[src/rtl/asram_pkg.sv]
`timescale 1ns/1ps
package asram_pkg;

  typedef enum logic [2:0] {
    ST_IDLE  = 3'd0,
    ST_RD    = 3'd1,
    ST_REL   = 3'd2,
    ST_WSET  = 3'd3,
    ST_WPUL  = 3'd4,
    ST_WHOLD = 3'd5
  } asram_st_e;

  // Whole clock cycles covering a time span; never less than one.
  function automatic int span_cycles(input int t_ps, input int clk_ps);
    int n;
    n = (t_ps + clk_ps - 1) / clk_ps;
    return (n < 1) ? 1 : n;
  endfunction

endpackage

[src/rtl/asram_wait.sv]
`timescale 1ns/1ps
module asram_wait #(
  parameter int CNT_W = 3
) (
  input  logic             clk,
  input  logic             rst,
  input  logic             load,
  input  logic [CNT_W-1:0] load_val,
  output logic             zero
);
  logic [CNT_W-1:0] cnt;

  always_ff @(posedge clk) begin
    if (rst)              cnt <= '0;
    else if (load)        cnt <= load_val;
    else if (cnt != '0)   cnt <= cnt - 1'b1;
  end

  assign zero = (cnt == '0);
endmodule

[src/rtl/asram_seq.sv]
`timescale 1ns/1ps
module asram_seq
  import asram_pkg::*;
#(
  parameter int ADDR_W = 15,
  parameter int DATA_W = 8,
  parameter int RD_CYC = 5,
  parameter int HZ_CYC = 3,
  parameter int WP_CYC = 4,
  parameter int CNT_W  = 3
) (
  input  logic              clk,
  input  logic              rst,
  input  logic              req_valid,
  output logic              req_ready,
  input  logic              req_write,
  input  logic [ADDR_W-1:0] req_addr,
  input  logic [DATA_W-1:0] req_wdata,
  output logic              rsp_valid,
  output logic [DATA_W-1:0] rsp_rdata,
  output logic              mem_ce_n,
  output logic              mem_oe_n,
  output logic              mem_we_n,
  output logic [ADDR_W-1:0] mem_addr,
  output logic [DATA_W-1:0] mem_dq_o,
  output logic              mem_dq_oe,
  input  logic [DATA_W-1:0] mem_dq_i,
  output logic              tmr_load,
  output logic [CNT_W-1:0]  tmr_val,
  input  logic              tmr_zero
);
  localparam logic [CNT_W-1:0] RD_LD = CNT_W'(RD_CYC - 1);
  localparam logic [CNT_W-1:0] HZ_LD = CNT_W'(HZ_CYC - 1);
  localparam logic [CNT_W-1:0] WP_LD = CNT_W'(WP_CYC - 1);

  asram_st_e state;

  // Wait counter is loaded on entry to each timed phase.
  always_comb begin
    tmr_load = 1'b0;
    tmr_val  = '0;
    unique case (state)
      ST_IDLE: if (req_valid && !req_write) begin tmr_load = 1'b1; tmr_val = RD_LD; end
      ST_RD:   if (tmr_zero)                begin tmr_load = 1'b1; tmr_val = HZ_LD; end
      ST_WSET:                              begin tmr_load = 1'b1; tmr_val = WP_LD; end
      default: ;
    endcase
  end

  always_ff @(posedge clk) begin
    if (rst) begin
      state     <= ST_IDLE;
      req_ready <= 1'b1;
      rsp_valid <= 1'b0;
      rsp_rdata <= '0;
      mem_ce_n  <= 1'b1;
      mem_oe_n  <= 1'b1;
      mem_we_n  <= 1'b1;
      mem_addr  <= '0;
      mem_dq_o  <= '0;
      mem_dq_oe <= 1'b0;
    end else begin
      rsp_valid <= 1'b0;
      unique case (state)
        ST_IDLE: if (req_valid) begin
          req_ready <= 1'b0;
          mem_addr  <= req_addr;
          mem_ce_n  <= 1'b0;
          if (req_write) begin
            mem_dq_o  <= req_wdata;
            mem_dq_oe <= 1'b1;
            state     <= ST_WSET;
          end else begin
            mem_oe_n  <= 1'b0;
            state     <= ST_RD;
          end
        end
        ST_RD: if (tmr_zero) begin
          rsp_rdata <= mem_dq_i;
          rsp_valid <= 1'b1;
          mem_ce_n  <= 1'b1;
          mem_oe_n  <= 1'b1;
          state     <= ST_REL;
        end
        ST_REL: if (tmr_zero) begin
          req_ready <= 1'b1;
          state     <= ST_IDLE;
        end
        ST_WSET: begin
          mem_we_n <= 1'b0;
          state    <= ST_WPUL;
        end
        ST_WPUL: if (tmr_zero) begin
          mem_we_n <= 1'b1;
          state    <= ST_WHOLD;
        end
        ST_WHOLD: begin
          mem_ce_n  <= 1'b1;
          mem_dq_oe <= 1'b0;
          req_ready <= 1'b1;
          rsp_valid <= 1'b1;
          state     <= ST_IDLE;
        end
        default: state <= ST_IDLE;
      endcase
    end
  end


  idle_standby_chk: assert property (@(posedge clk) disable iff (rst)
    req_ready |-> (mem_ce_n && !mem_dq_oe));

  no_drive_on_read_chk: assert property (@(posedge clk) disable iff (rst)
    !mem_oe_n |-> !mem_dq_oe);

  no_oe_we_overlap_chk: assert property (@(posedge clk) disable iff (rst)
    !(!mem_oe_n && !mem_we_n));

  release_gap_chk: assert property (@(posedge clk) disable iff (rst)
    $rose(mem_oe_n) |-> !req_ready);

  write_setup_chk: assert property (@(posedge clk) disable iff (rst)
    $fell(mem_we_n) |-> ($past(mem_dq_oe) && !$past(mem_ce_n)));

  write_stable_chk: assert property (@(posedge clk) disable iff (rst)
    (!mem_we_n && !$past(mem_we_n)) |-> ($stable(mem_addr) && $stable(mem_dq_o)));

  write_hold_chk: assert property (@(posedge clk) disable iff (rst)
    $rose(mem_we_n) |-> (mem_dq_oe && !mem_ce_n));
endmodule

[src/rtl/asram_ctrl.sv]
`timescale 1ns/1ps
module asram_ctrl
  import asram_pkg::*;
#(
  parameter int ADDR_W     = 15,
  parameter int DATA_W     = 8,
  parameter int CLK_PS     = 5000,
  parameter int T_ACC_PS   = 25000,
  parameter int T_REL_PS   = 12000,
  parameter int T_WPUL_PS  = 20000
) (
  input  logic              clk,
  input  logic              rst,
  input  logic              req_valid,
  output logic              req_ready,
  input  logic              req_write,
  input  logic [ADDR_W-1:0] req_addr,
  input  logic [DATA_W-1:0] req_wdata,
  output logic              rsp_valid,
  output logic [DATA_W-1:0] rsp_rdata,
  output logic              mem_ce_n,
  output logic              mem_oe_n,
  output logic              mem_we_n,
  output logic [ADDR_W-1:0] mem_addr,
  output logic [DATA_W-1:0] mem_dq_o,
  output logic              mem_dq_oe,
  input  logic [DATA_W-1:0] mem_dq_i
);
  localparam int RD_CYC = span_cycles(T_ACC_PS, CLK_PS);
  localparam int HZ_CYC = span_cycles(T_REL_PS, CLK_PS);
  localparam int WP_CYC = span_cycles(T_WPUL_PS, CLK_PS);
  localparam int MAX_A  = (RD_CYC > HZ_CYC) ? RD_CYC : HZ_CYC;
  localparam int MAX_C  = (MAX_A > WP_CYC) ? MAX_A : WP_CYC;
  localparam int CNT_W  = $clog2(MAX_C + 1);

  logic             tmr_load;
  logic [CNT_W-1:0] tmr_val;
  logic             tmr_zero;

  asram_wait #(.CNT_W(CNT_W)) wait_i (
    .clk(clk), .rst(rst), .load(tmr_load), .load_val(tmr_val), .zero(tmr_zero)
  );

  asram_seq #(
    .ADDR_W(ADDR_W), .DATA_W(DATA_W), .RD_CYC(RD_CYC),
    .HZ_CYC(HZ_CYC), .WP_CYC(WP_CYC), .CNT_W(CNT_W)
  ) seq_i (
    .clk(clk), .rst(rst),
    .req_valid(req_valid), .req_ready(req_ready), .req_write(req_write),
    .req_addr(req_addr), .req_wdata(req_wdata),
    .rsp_valid(rsp_valid), .rsp_rdata(rsp_rdata),
    .mem_ce_n(mem_ce_n), .mem_oe_n(mem_oe_n), .mem_we_n(mem_we_n),
    .mem_addr(mem_addr), .mem_dq_o(mem_dq_o), .mem_dq_oe(mem_dq_oe),
    .mem_dq_i(mem_dq_i),
    .tmr_load(tmr_load), .tmr_val(tmr_val), .tmr_zero(tmr_zero)
  );
endmodule

[config.mk]
export PLATFORM = sky130hd
export DESIGN_NAME = asram_ctrl
export DESIGN_NICKNAME = d
export VERILOG_FILES = /design/src/rtl/asram_pkg.sv /design/src/rtl/asram_wait.sv /design/src/rtl/asram_seq.sv /design/src/rtl/asram_ctrl.sv
export SDC_FILE = /design/constraint.sdc
export NUM_CORES = 1
export LEC_CHECK = 0
export BUFFER_PORTS_ARGS = -buffer_cell sky130_fd_sc_hd__buf_2
export CAP_MARGIN = 30
export CORE_AREA = 2 2 66 68
export CTS_BUF_LIST = sky130_fd_sc_hd__clkbuf_4
export DETAILED_ROUTE_END_ITERATION = 8
export DIE_AREA = 0 0 68 70
export PLACE_DENSITY = 0.79
export SYNTH_ARGS = -nofsm -noshare
export SYNTH_HDL_FRONTEND = slang
export SYNTH_SLANG_ARGS = --single-unit
[constraint.sdc]
create_clock -name clk -period 1.75 [get_ports clk]
set_clock_uncertainty 0.2 [all_clocks]
set_input_delay 0.0875 -clock clk [delete_from_list [all_inputs] [get_ports clk]]
set_output_delay 0.0875 -clock clk [all_outputs]
set_load 0.03 [all_outputs]
After elaboration in Yosys (flattened, before gate mapping) --
Cells that the tools add are included.
Cells by class: add/sub/neg operators 1, $mul 0, divide/modulo/power cells 0, $lt $le $gt $ge 0, equal/unequal tests 11, shift operators 0, mux-type cells 26, bitwise gates (word level) 0, reductions and logical operators 20
Operators with widths (number):
- $mux 3 | 7
- $pmux 3 s5 | 1
- $reduce_and 3->1 | 4
- $pmux 1 s3 | 3
- $pmux 3 s3 | 1
- $reduce_bool 3->1 | 3
- $mux 1 | 8
- $pmux 1 s2 | 4
- $reduce_and 4->1 | 2
- $reduce_bool 2->1 | 4
- $eq 3x2->1 const B | 2
- $eq 3x3->1 const B | 2
- $logic_not 3->1 | 2
- $ne 2x1->1 const B | 3
- $ne 2x2->1 const B | 3
- $reduce_and 2->1 | 3
- $mux 2 | 2
- $eq 3x1->1 const B | 1
- $sub 3x1->3 const B | 1
- $logic_and 1x1->1 | 1
- $logic_not 1->1 | 1
Word-level totals: register bits 43, bits in latches 0, bits in writable memories 0, memory bits (read-only) 0, bits of input ports 35, output and inout port bits 37, memories 0

Longest topological paths before layout --
Gate-level depths: netlist of the first run.
word-level depth 5, mapped depth 7, gate-level depth less buffers 6

Cells and area by module --
A second synthesis of the first run with hierarchy kept.
Second synthesis, totals: cell total of the unflattened synthesis 198, area, all modules 1724.2 um^2
By module, submodules not included:
- asram_seq | times used 1, cells an instance 176, area an instance 1517.7 um^2, sequential area each 800.8 um^2
- asram_wait | times used 1, cells an instance 22, area an instance 206.4 um^2, sequential area each 60.1 um^2

Least setup slack after synthesis of the first run --
No wires, ideal clock.
path kind reg2reg, start point reg wait_i.cnt[0], end point reg seq_i.rsp_rdata[5], data arrival time 1.315 ns, data required time 1.422 ns, path slack 0.108 ns, cell stages (with the launch flop) 8, buffers on the path 1, clock period less this slack 1.642 ns, path through dfxtp_1 > inv_1 > ha_1 > nor2b_1 > and3_1 > buf_4 > mux2i_1 > nor2_1
On the way: cells in the longest elaborated chain, start to end 2
Ends and longest elaborated chain:
- start: declaration | RTL line asram_wait.sv:11 | logic [CNT_W-1:0] cnt;
- start signal: assignment | RTL line asram_wait.sv:15 | else if (load) cnt <= load_val;
- start signal: assignment | RTL line asram_wait.sv:16 | else if (cnt != '0) cnt <= cnt - 1'b1;
- $logic_not 3->1 | RTL line asram_wait.sv:19 | assign zero = (cnt == '0);
- $reduce_and 2->1 (no source line)
- end signal: assignment | RTL line asram_seq.sv:79 | rsp_rdata <= mem_dq_i;
- end: declaration | RTL line asram_seq.sv:20 | output logic [DATA_W-1:0] rsp_rdata,
No other way between the ends. A chain may end at the register's enable or synchronous reset.

Final worst setup path of the first run --
start point reg seq_i.state[0], end point reg seq_i.mem_dq_o[6]
On the way: cells in the longest elaborated chain, start to end 2
Ends and longest elaborated chain:
- start: declaration | RTL line asram_seq.sv:36 | asram_st_e state;
- start signal: assignment | RTL line asram_seq.sv:52 | state <= ST_IDLE;
- start signal: assignment | RTL line asram_seq.sv:72 | state <= ST_WSET;
- start signal: assignment | RTL line asram_seq.sv:75 | state <= ST_RD;
- $logic_not 3->1 | RTL line asram_seq.sv:64 | unique case (state)
- $reduce_and 3->1 (no source line)
- end signal: assignment | RTL line asram_seq.sv:70 | mem_dq_o <= req_wdata;
- end: declaration | RTL line asram_seq.sv:25 | output logic [DATA_W-1:0] mem_dq_o,
No other way between the ends.

==> results of run 1 <==
-- routing by layer --
metal / routed length (µm) / vias to the layer above / global-route usage [%]
li1: - / 901 / -
met1: 1890 / 825 / 23.3
met5: 0 / - / 0
met4: 120 / 0 / 7.33
met2: 2420 / 67 / 36.2
met3: 262 / 12 / 5.31
-- cell type report --
type | instances | area (µm²)
clock buffers | 6 | 45.0
clock inverters | 2 | 12.5
fillers | 343 | 1550
inverters | 4 | 15.0
multi-input cells | 143 | 806
flip-flops and latches | 43 | 863
well taps | 52 | 65.1
repair buffers | 115 | 783
-- layout by cell type (no fill, tap or decap), types with 2 or more instances in the layout --
master and count:
buf_2 71, nand2_1 45, dfxtp_1 41, dlygate4sd3_1 34
a21oi_1 31, nor2_1 15, buf_4 9, mux2i_1 8
nand3_1 8, clkbuf_4 6, o21ai_0 4, nand2b_1 3
nor2b_1 3, inv_2 2, inv_1 2, nand3b_1 2
nor4_1 2, nor3_1 2, dfxtp_2 2
-- metrics by stage --
| step | power [µW] | hold slack, ps | utilization (%) | TNS [ps] |
|---|---|---|---|---|
| 3_5_place_dp | 2650 | 133 | 52.1 | -46.7 |
| 6_report | 3280 | 261 | 62.5 | 0 |
| 3_3_place_gp | 2620 | 119 | 52.1 | 0 |
| 4_1_cts | 3220 | 261 | 61.9 | 0 |
| 2_1_floorplan | 2280 | 23.5 | - | 0 |
| 5_1_grt | 3530 | 280 | 62.5 | -87.2 |
-- critical path: stages (launching register included) --
cell     delay [ps]
dfxtp_1         370
buf_4           150
nor4b_4         330
nand2_1         260
nand2_1         130
a21oi_1          80
-- state kept, by name, summed over array words and instances, names as in the netlist --
name             cells
seq_i.rsp_rdata      8
seq_i.req_ready      1
seq_i.mem_addr      15
seq_i.state          3
seq_i.mem_ce_n       1
seq_i.mem_we_n       1
seq_i.mem_oe_n       1
seq_i.mem_dq_o       8
seq_i.rsp_valid      1
wait_i.cnt           3
seq_i.mem_dq_oe      1
-- logic make-up after synthesis --
logic type	synth area share, %
AND/OR/NAND/NOR	24.5
AO/OA/AOI/OAI	13.7
flip-flops	49.9
buffers and inverters	5.29
multiplexers	5.22
adder cells (fa/ha/maj)	1.45
-- Yosys cell counts (2+ instances only) --
cell	n
a21oi_1	31
buf_2	6
clkbuf_1	6
dfxtp_1	43
ha_1	2
inv_1	4
mux2i_1	9
nand2_1	45
nand2b_1	3
nand3_1	8
nand3b_1	2
nor2_1	15
nor2b_1	5
nor3_1	2
nor4_1	2
o21ai_0	5
-- timing repair --
item                                    4_1_cts  5_1_grt
cloned                                        0        0
endpoints found under the setup margin       10       18
pin swaps                                     0        2
hold endpoints to repair                     37        0
setup buffers                                 0        0
hold buffers                                 34        0
resized for setup                             3        9
-- path summary, 6_finish.rpt --
check	start	to	slack, ps	cells past startpoint
setup / recovery	seq_i.state[0]	seq_i.mem_dq_o[6]	100	5
hold / removal	seq_i.mem_addr[7]	seq_i.mem_addr[7]	260	2
setup reg to reg	seq_i.state[0]	seq_i.mem_dq_o[6]	100	5
hold reg to reg	seq_i.mem_addr[7]	seq_i.mem_addr[7]	260	2
-- where the power goes --
group	total (µW)	internal (µW)	leakage, µW	switching (µW)
Sequential	1290	1170	0.000353	126
Combinational	1500	629	0.000780	873
Clock	483	171	0.0000317	312
Total	3280	1970	0.00116	1310
==> impl_metrics.yaml, run 1 <==
outcome:
  outcome: "finished clean"
clocking:
  cts.clk_slew.worst_paths_ps: 130
  cts_buffers: 5
  cts_tree: "built"
  htreeDepth: 2
  clock_sinks: 43
  root_buffer: "clkbuf_4"
  clock_latency_ps: 350
  clock_path_buffers: 2
global_route:
  grtUsageTotal_pct: 20.6
  antenna_found_initial: 0
  overflow: 0
  grt_max_degree: 32
  grt_pass1_wl_um: 7470
  grt_pass1_vias: 1705
timing:
  hold_viol_final: 0
  drv_slew: 0
  period_minus_slack_ps: 1650
  timing.fmax_mhz: 606
  setup_viol: 0
  rsz0062_at_grt: "yes"
  setup_ws_ps: 99.7
  tightestPinTransition_ps: 557
  layout_worst_path_cycle_share_pct: 94.3
  relSlewSlack_pct: 62.8
yosys:
  yosysTopAreaCell: "dfxtp_1"
  synth-seq-cells: 43
  post-synth-top-area-fraction_pct: 49.9
  synth_area_um2: 1730
  synth.area.top_cells: "dfxtp_1, nand2_1, a21oi_1"
  avgSynthCellArea_um2: 8.42
  synth_edf_count: 0
  synth_ff_type: "dfxtp_1"
  synth-seq-area-share_pct: 49.9
  syn-instance-count: 205
  synth.distinct_cells: 33
  syn_nets: 242
  synth-async-reset-ratio_pct: 0
  synth_warnings: 0
die:
  placeableCoreArea_um2: 4140
  start_util_pct: 41.7
  die_w_um: 68
  floorplan.rows: 24
  io_pins: 72
  die_height_um: 70
  fp.dieArea_um2: 4760
finish:
  num_antenna_cells: 0
  nets: 349
  area_growth_pct: 50.0
  instances_no_fill: 365
  final_area_um2: 2590
  drive_gt1_share_pct: 32.3
pwr:
  leakagePower_uw: 0.00116
  power_density_nw_per_um2: 1270
  vdd_drop_max_mv: 1.04
place:
  dp_hpwl_um: 2770
  place_inst: 323
  preCtsSetupSlack_ps: -45.9
  io_buffer_count: 71
  placed_area_um2: 2160
  gp_congestion: 0.776
routing:
  vias_per_cell: 4.95
  dr.first_iter.drc_count: 67
  first_pass_iters: 6
  wl_per_cell_um: 12.9
  vias: 1805
  drtAntennaViolNets: 0
  drc: 0
  wl_um: 4690
worst_setup_path:
  criticalPathCategory: "flop to flop"
  worstPathArrival_ps: 1670
  critPathCaptureType: "flop"
  crit_path_max_fanout: 8
  crit_required_ps: 1770
  crit_path_start_kind: "flop"
run:
  drv_cap: 0
worst_hold_path:
  hold_path_class: "flop to flop"
Power figures use the tool's default switching activity.
==> inputs of run 2 (changes only) <==
--- a/config.mk
+++ b/config.mk
@@ -5,13 +5,15 @@
 export SDC_FILE = /design/constraint.sdc
 export NUM_CORES = 1
 export LEC_CHECK = 0
+export ABC_AREA = 1
 export BUFFER_PORTS_ARGS = -buffer_cell sky130_fd_sc_hd__buf_2
 export CAP_MARGIN = 30
-export CORE_AREA = 2 2 66 68
+export CORE_AREA = 2 2 64 66
 export CTS_BUF_LIST = sky130_fd_sc_hd__clkbuf_4
 export DETAILED_ROUTE_END_ITERATION = 8
-export DIE_AREA = 0 0 68 70
-export PLACE_DENSITY = 0.79
+export DIE_AREA = 0 0 66 68
+export PLACE_DENSITY = 0.82
 export SYNTH_ARGS = -nofsm -noshare
 export SYNTH_HDL_FRONTEND = slang
 export SYNTH_SLANG_ARGS = --single-unit
+export TNS_END_PERCENT = 100
==> constraint.sdc (replaced) <==
create_clock -name clk -period 1.77 [get_ports clk]
set_clock_uncertainty 0.2 [all_clocks]
set_input_delay 0.0885 -clock clk [delete_from_list [all_inputs] [get_ports clk]]
set_output_delay 0.0885 -clock clk [all_outputs]
set_load 0.03 [all_outputs]
==> run 2 against run 1 <==
Register-to-register slack gained 50 ps. Via count increased by 1.7%. Wire length is 5.4% lower. Highest routed layer unchanged. Worst hold slack worse by 6.4 ps. Critical path type unchanged. Die area down 5.7%. Synthesized cell count is 11% higher. Fmax increased by 1.6%. Global-route usage shrank 0.23 points. Worst setup slack better by 46 ps. Cell count is 4.7% higher.
==> impl_metrics.yaml, run 2 <==
outcome:
  outcome: "finished clean"
place:
  placed_area_um2: 2150
  dp_hpwl_um: 2780
  place_inst: 340
  io_buffer_count: 71
  gp_congestion: 0.823
timing:
  drv_slew: 0
  tns_ps: 0
  period_minus_slack_ps: 1620
  layout_worst_path_cycle_share_pct: 91.8
  rsz0062_at_grt: "no"
  tightestPinTransition_ps: 592
  timing.fmax_mhz: 616
  hold_viol_final: 0
  setup_viol: 0
  relSlewSlack_pct: 60.5
die:
  floorplan.rows: 23
  start_util_pct: 46.0
  placeableCoreArea_um2: 3860
  die_height_um: 68
  io_pins: 72
  fp.dieArea_um2: 4490
  die_w_um: 66
worst_hold_path:
  min-delay-start: "seq_i.mem_dq_o[1]"
  hold_path_end: "seq_i.mem_dq_o[1]"
  hold_path_class: "flop to flop"
  worstHoldPathCells: 2
worst_setup_path:
  crit_path_max_fanout: 7
  critPathBufInv: 2
  reg2reg_to: "seq_i.rsp_rdata[5]"
  crit_family: "simple AND/OR/NAND/NOR gates"
  r2r-start: "seq_i.state[1]"
  crit_path_start_kind: "flop"
  criticalPathCategory: "flop to flop"
  rr_worst_depth: 7
  crit_required_ps: 1810
  critical_path.max_stage_delay_ps: 410
  worstPathArrival_ps: 1670
  crit_path_frequent_cell: "nor2_1"
  critPathCaptureType: "flop"
  cp_slowest_cell: "dfxtp_1"
  r2r_slack_ps: 150
  path_cells: "inv_1 > nand2_1 > nor2_1 > nand2_2 > buf_4 > o21ai_0 > nor2_1"
  worst-path-stages: 7
finish:
  multiInputGateArea_um2: 768
  num_antenna_cells: 0
  nets: 368
  fillers: 338
  top_regs: "seq_i.mem_addr: 15 flops, seq_i.mem_dq_o: 8 flops, seq_i.rsp_rdata: 8 flops"
  final_cell_mix: "buf_2, dfxtp_1, dlygate4sd3_1"
  drive_gt1_share_pct: 29.2
  final_common_cell: "buf_2"
  regMostFlops: "seq_i.mem_addr"
  instances_no_fill: 382
  final_area_um2: 2550
  area_growth_pct: 43.7
  largest_reg_flops: 15
  postLayoutCoreUtil_pct: 66.2
  seq_area_um2: 861
pwr:
  power_density_nw_per_um2: 1390
  pwr-share-clk_pct: 13.5
  leakagePower_uw: 0.00120
  seqPwrFrac_pct: 38.5
  vdd_drop_max_mv: 0.692
  power.switching_uw: 1580
  combPwrFrac_pct: 48.0
  p_int_uw: 1960
  swShare_pct: 44.7
yosys:
  yosysMostFrequentCell: "dfxtp_1"
  yosysTopAreaCell: "dfxtp_1"
  synth-async-reset-ratio_pct: 0
  synth.distinct_cells: 29
  avgSynthCellArea_um2: 7.82
  synth.area.top_cells: "dfxtp_1, a21oi_1, nand2_1"
  synth_commonest_cells: "dfxtp_1, nand2_1, a21oi_1, nor2_1, nand3_1"
  synth-seq-area-share_pct: 48.5
  synth_edf_count: 0
  synth_ff_type: "dfxtp_1"
  syn-instance-count: 227
  synth_warnings: 0
  post-synth-top-area-fraction_pct: 48.5
  synth-seq-cells: 43
  synth_area_um2: 1780
  syn_nets: 264
clocking:
  clock_sinks: 43
  clock_latency_ps: 340
  cts.clk_slew.worst_paths_ps: 120
  post_cts_buffers: 0
  cts_tree: "built"
  htreeDepth: 2
  cts_buffers: 5
  clock_path_buffers: 2
  root_buffer: "clkbuf_4"
run:
  drv_cap: 0
global_route:
  overflow: 0
  grt-busiest-layer: "met2"
  grtUsageTotal_pct: 20.4
  grt_max_degree: 23
  met2_usage_pct: 37.8
  grtUsageMet1_pct: 23.3
  antenna_found_initial: 0
  grt_pass1_vias: 1665
  grt_pass1_wl_um: 7100
  met3_usage_pct: 5.92
routing:
  wl_per_cell_um: 11.6
  wl_um: 4440
  vias: 1835
  dr.first_iter.drc_count: 137
  drc: 0
  vias_per_cell: 4.80
  first_pass_iters: 4
  drtAntennaViolNets: 0
==> run 2: cell types whose count changed in the layout (fill, tap and decap cells not counted), moves of 8 or more <==
cell | before | now
nand2_1 | 45 | 31
o21ai_0 | 4 | 17
mux2i_1 | 8 | 0
inv_1 | 2 | 17
nor2_1 | 15 | 25
nand3_1 | 8 | 22
==> run 2: cell type report <==
cell class,instances,area share [%]
flip-flops and latches,43,33.7
multi-input cells,152,30.1
repair buffers,108,28.2
inverters,21,3.29
well taps,50,2.45
clock buffers,7,2.06
clock inverters,1,0.196
==> run 2: power by group through the flow <==
stage	sequential [µW]	clock [µW]	combinational, µW
after floorplan	1770	0	868
after global placement	1380	0	1590
after detailed placement	1380	0	1620
after CTS	1360	499	1680
after global routing	1390	536	1900
final	1360	477	1700
==> run 2: how the worst max path moves through the flow <==
stage,start,endpoint,slack (ps)
final,seq_i.state[1],seq_i.rsp_rdata[5],150
after global routing,seq_i.state[1],seq_i.rsp_rdata[0],30
after CTS,wait_i.cnt[0],seq_i.rsp_rdata[0],40
after detailed placement,wait_i.cnt[0],seq_i.rsp_rdata[7],60
after global placement,wait_i.cnt[0],seq_i.rsp_rdata[7],160
after floorplan,wait_i.cnt[0],seq_i.rsp_rdata[0],330
==> run 2: repair_timing <==
action / 4_1_cts / 5_1_grt
hold buffers: 34 / 0
endpoints found under the hold margin: 37 / 0
gates resized for setup: 0 / 5
endpoints found under the setup margin: 0 / 10
==> run 2: cell families (layout without fill, tap and decap cells) <==
logic type	after synthesis	count (layout)	synth area share, %
fa+ha+maj	2	2	1.41
compound gates	54	54	15.9
buf+inv	32	137	8.53
xor+xnor	1	1	0.493
simple gates	95	95	25.2
flops	43	43	48.5
==> run 2: worst reg2reg max path: stages (launching register included) <==
cell and delay [ps]:
dfxtp_1 410, inv_1 150, nand2_1 60, nor2_1 190, nand2_2 140, buf_4 180
o21ai_0 140, nor2_1 60
==> run 2: routing by layer <==
| metal | routed length [µm] | share of wire [%] | up-vias |
|---|---|---|---|
| li1 | - | - | 957 |
| met4 | 62 | 1.4 | 0 |
| met1 | 1860 | 42 | 806 |
| met5 | 0 | 0 | - |
| met3 | 251 | 5.7 | 7 |
| met2 | 2270 | 51 | 65 |
==> run 2: stage by stage <==
step / total power, µW / setup slack [ps] / hold WS [ps]
finish: 3540 / 146 / 254
global route: 3820 / 30.5 / 273
CTS: 3540 / 37.5 / 256
detailed placement: 3000 / 62.4 / 146
global placement: 2970 / 162 / 143
floorplan: 2640 / 329 / -11.8
